<file path="config.mk">
export PLATFORM = sky130hd
export DESIGN_NAME = adc_err_corr
export DESIGN_NICKNAME = d
export VERILOG_FILES = /design/src/rtl/adc_corr_pkg.sv /design/src/rtl/stage_sanitize.sv /design/src/rtl/deskew_line.sv /design/src/rtl/overlap_adder.sv /design/src/rtl/adc_err_corr.sv
export SDC_FILE = /design/constraint.sdc
export NUM_CORES = 1
export LEC_CHECK = 0
export BUFFER_PORTS_ARGS = -buffer_cell sky130_fd_sc_hd__buf_2
export CAP_MARGIN = 40
export CORE_MARGIN = 1
export CORE_UTILIZATION = 60
export DETAILED_ROUTE_END_ITERATION = 16
export HOLD_SLACK_MARGIN = 0.12
export PLACE_DENSITY = 0.79
export SETUP_SLACK_MARGIN = 0.3
export SYNTH_ARGS = -nofsm -noshare
export SYNTH_HDL_FRONTEND = slang
export SYNTH_SLANG_ARGS = --single-unit
</file>
<file path="constraint.sdc">
create_clock -name clk_i -period 5.1 [get_ports clk_i]
set_input_delay 0.765 -clock clk_i [delete_from_list [all_inputs] [get_ports clk_i]]
set_output_delay 0.765 -clock clk_i [all_outputs]
set_load 0.05 [all_outputs]
</file>
<file path="src/rtl/adc_corr_pkg.sv">
package adc_corr_pkg;
  typedef logic [1:0] stage_code_t;

  localparam stage_code_t CODE_TOP = 2'b10;

  function automatic stage_code_t clamp_code(stage_code_t c);
    return (c == 2'b11) ? CODE_TOP : c;
  endfunction
endpackage

</file>
<file path="src/rtl/stage_sanitize.sv">
module stage_sanitize
  import adc_corr_pkg::*;
#(
  parameter int N_STAGES = 14
) (
  input  logic [2*N_STAGES-1:0] codes_i,
  output logic [2*N_STAGES-1:0] codes_o,
  output logic                  illegal_o
);
  logic [N_STAGES-1:0] bad;

  for (genvar k = 0; k < N_STAGES; k++) begin : g_lane
    assign codes_o[2*k +: 2] = clamp_code(codes_i[2*k +: 2]);
    assign bad[k]            = &codes_i[2*k +: 2];
  end

  assign illegal_o = |bad;
endmodule

</file>
<file path="src/rtl/deskew_line.sv">
module deskew_line #(
  parameter int W     = 2,
  parameter int DEPTH = 1
) (
  input  logic         clk_i,
  input  logic         rst_ni,
  input  logic [W-1:0] d_i,
  output logic [W-1:0] q_o
);
  if (DEPTH == 0) begin : g_wire
    assign q_o = d_i;
  end else begin : g_regs
    logic [W-1:0] sr [DEPTH];

    always_ff @(posedge clk_i or negedge rst_ni) begin
      if (!rst_ni) begin
        for (int i = 0; i < DEPTH; i++) sr[i] <= '0;
      end else begin
        sr[0] <= d_i;
        for (int i = 1; i < DEPTH; i++) sr[i] <= sr[i-1];
      end
    end

    assign q_o = sr[DEPTH-1];
  end
endmodule

</file>
<file path="src/rtl/overlap_adder.sv">
module overlap_adder #(
  parameter int N_STAGES = 14
) (
  input  logic                  clk_i,
  input  logic                  rst_ni,
  input  logic                  valid_i,
  input  logic [2*N_STAGES-1:0] codes_i,
  output logic                  valid_o,
  output logic [N_STAGES-1:0]   data_o
);
  localparam int SUM_W    = N_STAGES + 1;
  localparam int DIFF_W   = SUM_W + 1;
  localparam int OFFSET   = (2 ** (N_STAGES - 1)) - 1;
  localparam int MAX_CODE = (2 ** N_STAGES) - 1;

  logic [SUM_W-1:0]         sum;
  logic signed [DIFF_W-1:0] diff;
  logic [N_STAGES-1:0]      sat;

  always_comb begin
    sum = '0;
    for (int k = 0; k < N_STAGES; k++)
      sum = sum + (SUM_W'(codes_i[2*k +: 2]) << (N_STAGES - 1 - k));
  end

  always_comb begin
    diff = $signed({1'b0, sum}) - $signed(DIFF_W'(OFFSET));
    if (diff < 0)                               sat = '0;
    else if (diff > $signed(DIFF_W'(MAX_CODE))) sat = '1;
    else                                        sat = diff[N_STAGES-1:0];
  end

  always_ff @(posedge clk_i or negedge rst_ni) begin
    if (!rst_ni) begin
      valid_o <= 1'b0;
      data_o  <= '0;
    end else begin
      valid_o <= valid_i;
      if (valid_i) data_o <= sat;
    end
  end
endmodule

</file>
<file path="src/rtl/adc_err_corr.sv">
module adc_err_corr #(
  parameter int N_STAGES = 14
) (
  input  logic                  clk_i,
  input  logic                  rst_ni,
  input  logic                  valid_i,
  input  logic [2*N_STAGES-1:0] codes_i,
  output logic [N_STAGES-1:0]   data_o,
  output logic                  valid_o,
  output logic                  err_o
);
  logic [2*N_STAGES-1:0] clean;
  logic [2*N_STAGES-1:0] aligned;
  logic                  illegal;
  logic                  valid_al;
  logic                  err_q;

  stage_sanitize #(.N_STAGES(N_STAGES)) u_san (
    .codes_i  (codes_i),
    .codes_o  (clean),
    .illegal_o(illegal)
  );

  // stage k arrives k cycles late; pad it to line up with the last stage
  for (genvar k = 0; k < N_STAGES; k++) begin : g_deskew
    deskew_line #(.W(2), .DEPTH(N_STAGES - 1 - k)) u_dl (
      .clk_i (clk_i),
      .rst_ni(rst_ni),
      .d_i   (clean[2*k +: 2]),
      .q_o   (aligned[2*k +: 2])
    );
  end

  deskew_line #(.W(1), .DEPTH(N_STAGES - 1)) u_vdl (
    .clk_i (clk_i),
    .rst_ni(rst_ni),
    .d_i   (valid_i),
    .q_o   (valid_al)
  );

  overlap_adder #(.N_STAGES(N_STAGES)) u_add (
    .clk_i  (clk_i),
    .rst_ni (rst_ni),
    .valid_i(valid_al),
    .codes_i(aligned),
    .valid_o(valid_o),
    .data_o (data_o)
  );

  always_ff @(posedge clk_i or negedge rst_ni) begin
    if (!rst_ni) err_q <= 1'b0;
    else         err_q <= err_q | illegal;
  end

  assign err_o = err_q;
endmodule

</file>
## Word level (Yosys, flattened, before mapping)

Index checks and enable logic that the tools add are counted.
Widths: inputs -> output; s select.

| cells by class | value |
|---|---|
| equal/unequal tests | 14 |
| divide/modulo/power cells | 0 |
| muxes and demuxes | 16 |
| bitwise logic cells | 1 |
| $mul | 0 |
| reductions and logical operators | 15 |
| shift-type cells | 0 |
| add/subtract/negate cells | 14 |
| $lt $le $gt $ge | 2 |

Operator list:

| kind | count |
|---|---|
| $eq 2x2->1 const B | 14 |
| $mux 14 | 2 |
| $mux 2 | 14 |
| $reduce_and 2->1 | 14 |
| $gt 16x15->1 const B | 1 |
| $lt 16x1->1 const B | 1 |
| $sub 15x13->16 const B | 1 |
| $add 15x10->15 | 1 |
| $add 15x11->15 | 1 |
| $add 15x12->15 | 1 |
| $add 15x13->15 | 1 |
| $add 15x14->15 | 1 |
| $add 15x2->15 | 1 |
| $add 15x3->15 | 1 |
| $add 15x4->15 | 1 |
| $add 15x5->15 | 1 |
| $add 15x6->15 | 1 |
| $add 15x7->15 | 1 |
| $add 15x8->15 | 1 |
| $add 15x9->15 | 1 |
| $reduce_or 14->1 | 1 |
| $or 1x1->1 | 1 |

| storage, ports and cells | value |
|---|---|
| logic and storage cells | 169 |
| ROM bits | 0 |
| bits in latches | 0 |
| input port bits | 31 |
| bits in writable memories | 0 |
| output and inout bits | 16 |
| bits in registers | 211 |
| memories | 0 |

## Logic depth before layout (Yosys ltp)

| depth | value |
|---|---|
| depth after elaboration | 17 |
| mapped depth | 13 |

## Cells and area by module

From an unflattened synthesis, not the netlist that was laid out.

| unflattened totals | value |
|---|---|
| cell total of the unflattened synthesis | 451 |
| area, all modules | 7,056.8 um^2 |

Modules (own cells, without submodules):

| module | cells each | instances | sequential area each (um^2) | area each (um^2) |
|---|---|---|---|---|
| overlap_adder | 191 | 1 | 375.4 | 1,734.2 |
| deskew_line (g_deskew[0].u_dl) | 28 | 1 | 650.6 | 665.6 |
| deskew_line (g_deskew[1].u_dl) | 26 | 1 | 600.6 | 615.6 |
| deskew_line (g_deskew[2].u_dl) | 24 | 1 | 550.5 | 565.5 |
| deskew_line (g_deskew[3].u_dl) | 22 | 1 | 500.5 | 515.5 |
| deskew_line (g_deskew[4].u_dl) | 20 | 1 | 450.4 | 465.4 |
| deskew_line (g_deskew[5].u_dl) | 18 | 1 | 400.4 | 415.4 |
| deskew_line (g_deskew[6].u_dl) | 16 | 1 | 350.3 | 365.4 |
| deskew_line (u_vdl) | 13 | 1 | 325.3 | 325.3 |
| deskew_line (g_deskew[7].u_dl) | 14 | 1 | 300.3 | 315.3 |
| deskew_line (g_deskew[8].u_dl) | 12 | 1 | 250.2 | 265.3 |
| stage_sanitize | 37 | 1 | 0.0 | 216.5 |
| deskew_line (g_deskew[9].u_dl) | 10 | 1 | 200.2 | 215.2 |
| deskew_line (g_deskew[10].u_dl) | 8 | 1 | 150.1 | 165.2 |
| 4 more rows | -- | -- | -- | -- |

## Worst setup path after synthesis

Ideal clock, no wire load.

| path | value |
|---|---|
| kind | input -> register |
| start | input codes_i[27] |
| end | register u_add.data_o[10] |
| setup time | 142 ps |
| data required time | 4,958 ps |
| slack | 1,799 ps |
| cell stages on the path | 13 |
| arrival time | 3,159 ps |
| path buffers | 2 |
| cell sequence | clkbuf_1 -> ha_1 -> inv_1 -> fa_1 -> nor2b_4 -> o31a_4 -> o41a_4 -> o41ai_4 -> xor2_2 -> nor2b_1 -> a32oi_2 -> buf_6 -> o221ai_2 |

| on the way | value |
|---|---|
| cells in the longest elaborated chain, start to end | 7 |

Ends and longest elaborated chain:

| item | RTL line | RTL |
|---|---|---|
| start: declaration | adc_err_corr.sv:7 | `input logic [2*N_STAGES-1:0] codes_i,` |
| $eq 2x2->1 | adc_corr_pkg.sv:7 | `return (c == 2'b11) ? CODE_TOP : c;` |
| $mux 2 (*) | adc_corr_pkg.sv:7 |  |
| $add 15x2->15 (*) | overlap_adder.sv:23 | `sum = sum + (SUM_W'(codes_i[2*k +: 2]) << (N_STAGES - 1 - k));` |
| $sub 15x13->16 (*) | overlap_adder.sv:27 | `diff = $signed({1'b0, sum}) - $signed(DIFF_W'(OFFSET));` |
| $gt 16x15->1 | overlap_adder.sv:29 | `else if (diff > $signed(DIFF_W'(MAX_CODE))) sat = '1;` |
| $mux 14 | overlap_adder.sv:29 |  |
| $mux 14 (*) | overlap_adder.sv:28 | `if (diff < 0) sat = '0;` |
| end signal: assignment | overlap_adder.sv:39 | `if (valid_i) data_o <= sat;` |
| end: declaration | overlap_adder.sv:9 | `output logic [N_STAGES-1:0] data_o` |

Mark *: on every way between the ends. The rest lies on a longest branch, timed or not.
A chain may end at the register's enable or synchronous reset.

## Final worst setup path

| path | value |
|---|---|
| start | input codes_i[27] |
| end | register u_add.data_o[0] |

The elaborated chain is that of the path after synthesis.

==> metrics.yaml <==
grt_start_max_net_pins: 94
tritoncts: "built"
r2r-start: "g_deskew[12].u_dl.q_o[0]"
synthToLayoutAreaGrowth_pct: 14.89
post_cts_buffers: 0
mostFrequentLayoutCells: "dfrtp_1, buf_2, clkbuf_16"
worstHoldPathType: "input port to async pin"
yosysTopAreaCellShare_pct: 77.49
netlist_area_sq_um: 6814
period_share_pct: 67.95
die_h_um: 108.6
synth-main-ff-cell: "dfrtp_1"
tightest_slew_ns: 0.8878
hold-worst-slack_ns: 0.1671
ys_types: 58
drtAntennaViolNets: 0
drt_wl_total_mm: 11.22
core_area_sq_um: 10940
netlist_top_cells_area: "dfrtp_1, ha_1, o221ai_2"
drive_gt1_share_pct: 21.13
final_nets: 514
grt_usage_pct: 20.76
ios: 47
gr-total-overflow: 0
setup_viol: 0
critPathRequiredTime_ns: 5.41
crit_fanout: 13
routed-via-count: 3341
cp.arrival_ns: 3.77
synth_seq_cells: 211
clk_latency_ns: 0.48
synth_area_leader_cell: "dfrtp_1"
ir_drop_mv: 0.3864
path_class: "input port to flop"
insertedDiodeCount: 0
clk_path_buf_depth: 3
cts_root_buf: "clkbuf_16"
report.power.total_mw: 3.651
slew_violations: 0
dpl.hpwl_mm: 6.281
final_hold_viol_count: 0
yosysWarnings: 0
layout_commonest_cell: "dfrtp_1"
die_w_um: 108.6
gp_congestion: 0.8117
die_area_sq_um: 11790
htree_levels: 1
port_buffers: 46
num-fill-cells: 673
ys_seq_area_share_pct: 77.49
path_clk_slew_ns: 0.06
skew_ns: 0.02031
syn_area_per_cell_sq_um: 16.38
start_kind: "input port"
grt_pass1_wl_mm: 18.20
cp-end-kind: "flop"
start_util_pct: 62.31
dr.pass1.iters: 4
async_flop_share_pct: 100.0
rows: 38
drc_errors: 0
outcome: "complete, no violations"
numCtsBuffers: 20
dr.first_iter.drc_count: 200
setup_tns_ns: 0
p_leak_nw: 3.669
max_freq_mhz: 288.6
cts_resized: 0
viasPerCell: 5.406
cts.sinks: 211
grt_pass1_vias: 3485
maxCapViolCount: 0
synth_edf_count: 0
antenna_found_initial: 0
wl_per_cell_um: 18.16
syn_inst: 416
powerDensity_nw_per_um2: 466.3
rsz0062_at_grt: "no"
period_needed_ns: 3.465
relSlewSlack_pct: 40.81
crit_start: "codes_i[27]"
synthesis.nets: 463
hold_buffers: 0
==> worst max-delay path, cell delays in order <==
cell	delay, ns
buf_2	0.12
ha_1	0.21
inv_1	0.09
fa_1	0.26
nor2b_4	0.06
o31a_4	0.31
o41a_4	0.39
o41ai_4	0.26
xor2_2	0.25
o31ai_1	0.13
a32oi_2	0.72
o221ai_1	0.20
==> cell families (layout without fill, tap and decap cells) <==
family	Yosys count	count (layout)	synth area share (%)
and+or+nand+nor	78	78	6.519
buffers and inverters	29	91	1.800
adders and majority gates	16	16	3.048
xor gates and xnor gates	16	16	2.167
muxes	1	1	0.1469
AOI/OAI and AO/OA	65	65	8.833
DFF	211	211	77.49
==> final cells by class <==
type                    count  area, sq um  share of cell area (%)
repair buffers             50        289.0                   3.692
inverters                   8        30.03                  0.3836
flip-flops and latches    211         5280                   67.44
clock inverters             4        47.55                  0.6073
multi-input cells         176         1411                   18.03
well taps                 140        175.2                   2.237
clock buffers              29        595.6                   7.607
==> routing by layer <==
| metal | track usage [%] | routed length [um] |
|---|---|---|
| met1 | 27.62 | 4827 |
| met2 | 35.53 | 5765 |
| met3 | 3.315 | 400 |
| met4 | 6.467 | 229 |
| met5 | 0 | 0 |
==> sequential cells by signal, summed over array words and instances (netlist names) <==
signal                   cells
u_vdl.q_o                    1
err_o                        1
g_deskew.u_dl.g_regs.sr    156
g_deskew.u_dl.q_o           26
u_vdl.g_regs.sr             12
u_add.data_o                14
u_add.valid_o                1
==> power breakdown <==
group          switching (mW)  internal [mW]  total [mW]
clock                   0.587          0.858        1.44
combinational           0.266          0.118       0.384
sequential             0.0418           1.78        1.82
total                   0.894           2.76        3.65
==> cells in the mapped netlist, drive strengths merged, types with 2 or more instances <==
master  instances
nor3            5
nor4            3
nand4           3
o22ai           2
a21oi           9
a41oi           2
o221ai         13
a21o            3
ha             15
nor2b          16
xnor2           7
o31a            2
clkbuf         17
a211o           2
xor2            9
dfrtp         211
inv             8
nor3b           2
nand2b          5
nand3           2
and3            3
nand2          19
a22oi           5
o21a            4
nor2           13
or4             2
a311oi          2
buf             4
o21ai           9
==> final timing paths <==
check                      slack [ns]  cells past startpoint                        endpoint
min                              0.17                      1                u_add.data_o[12]
max reg2reg                      1.67                     11                 u_add.data_o[0]
min reg2reg                      0.34                      0         g_deskew[4].u_dl.q_o[0]
max                              1.63                     12                 u_add.data_o[0]
min in group clk_i               0.34                      0         g_deskew[4].u_dl.q_o[0]
max in group asynchronous        3.60                      3  g_deskew[11].u_dl.g_regs.sr[3]
==> per-stage QoR <==
step / setup slack (ns) / std cells / area, sq um / utilization [%]
2_1_floorplan: 1.799 / 416 / 6814 / -
4_1_cts: 1.640 / 618 / 7829 / 71.59
6_report: 1.635 / 618 / 7829 / 71.59
5_1_grt: 1.446 / 618 / 7829 / 71.59
3_3_place_gp: 1.333 / 584 / 7158 / 65.46
3_5_place_dp: 1.211 / 585 / 7186 / 65.71
(Power assumes the default switching activity.)
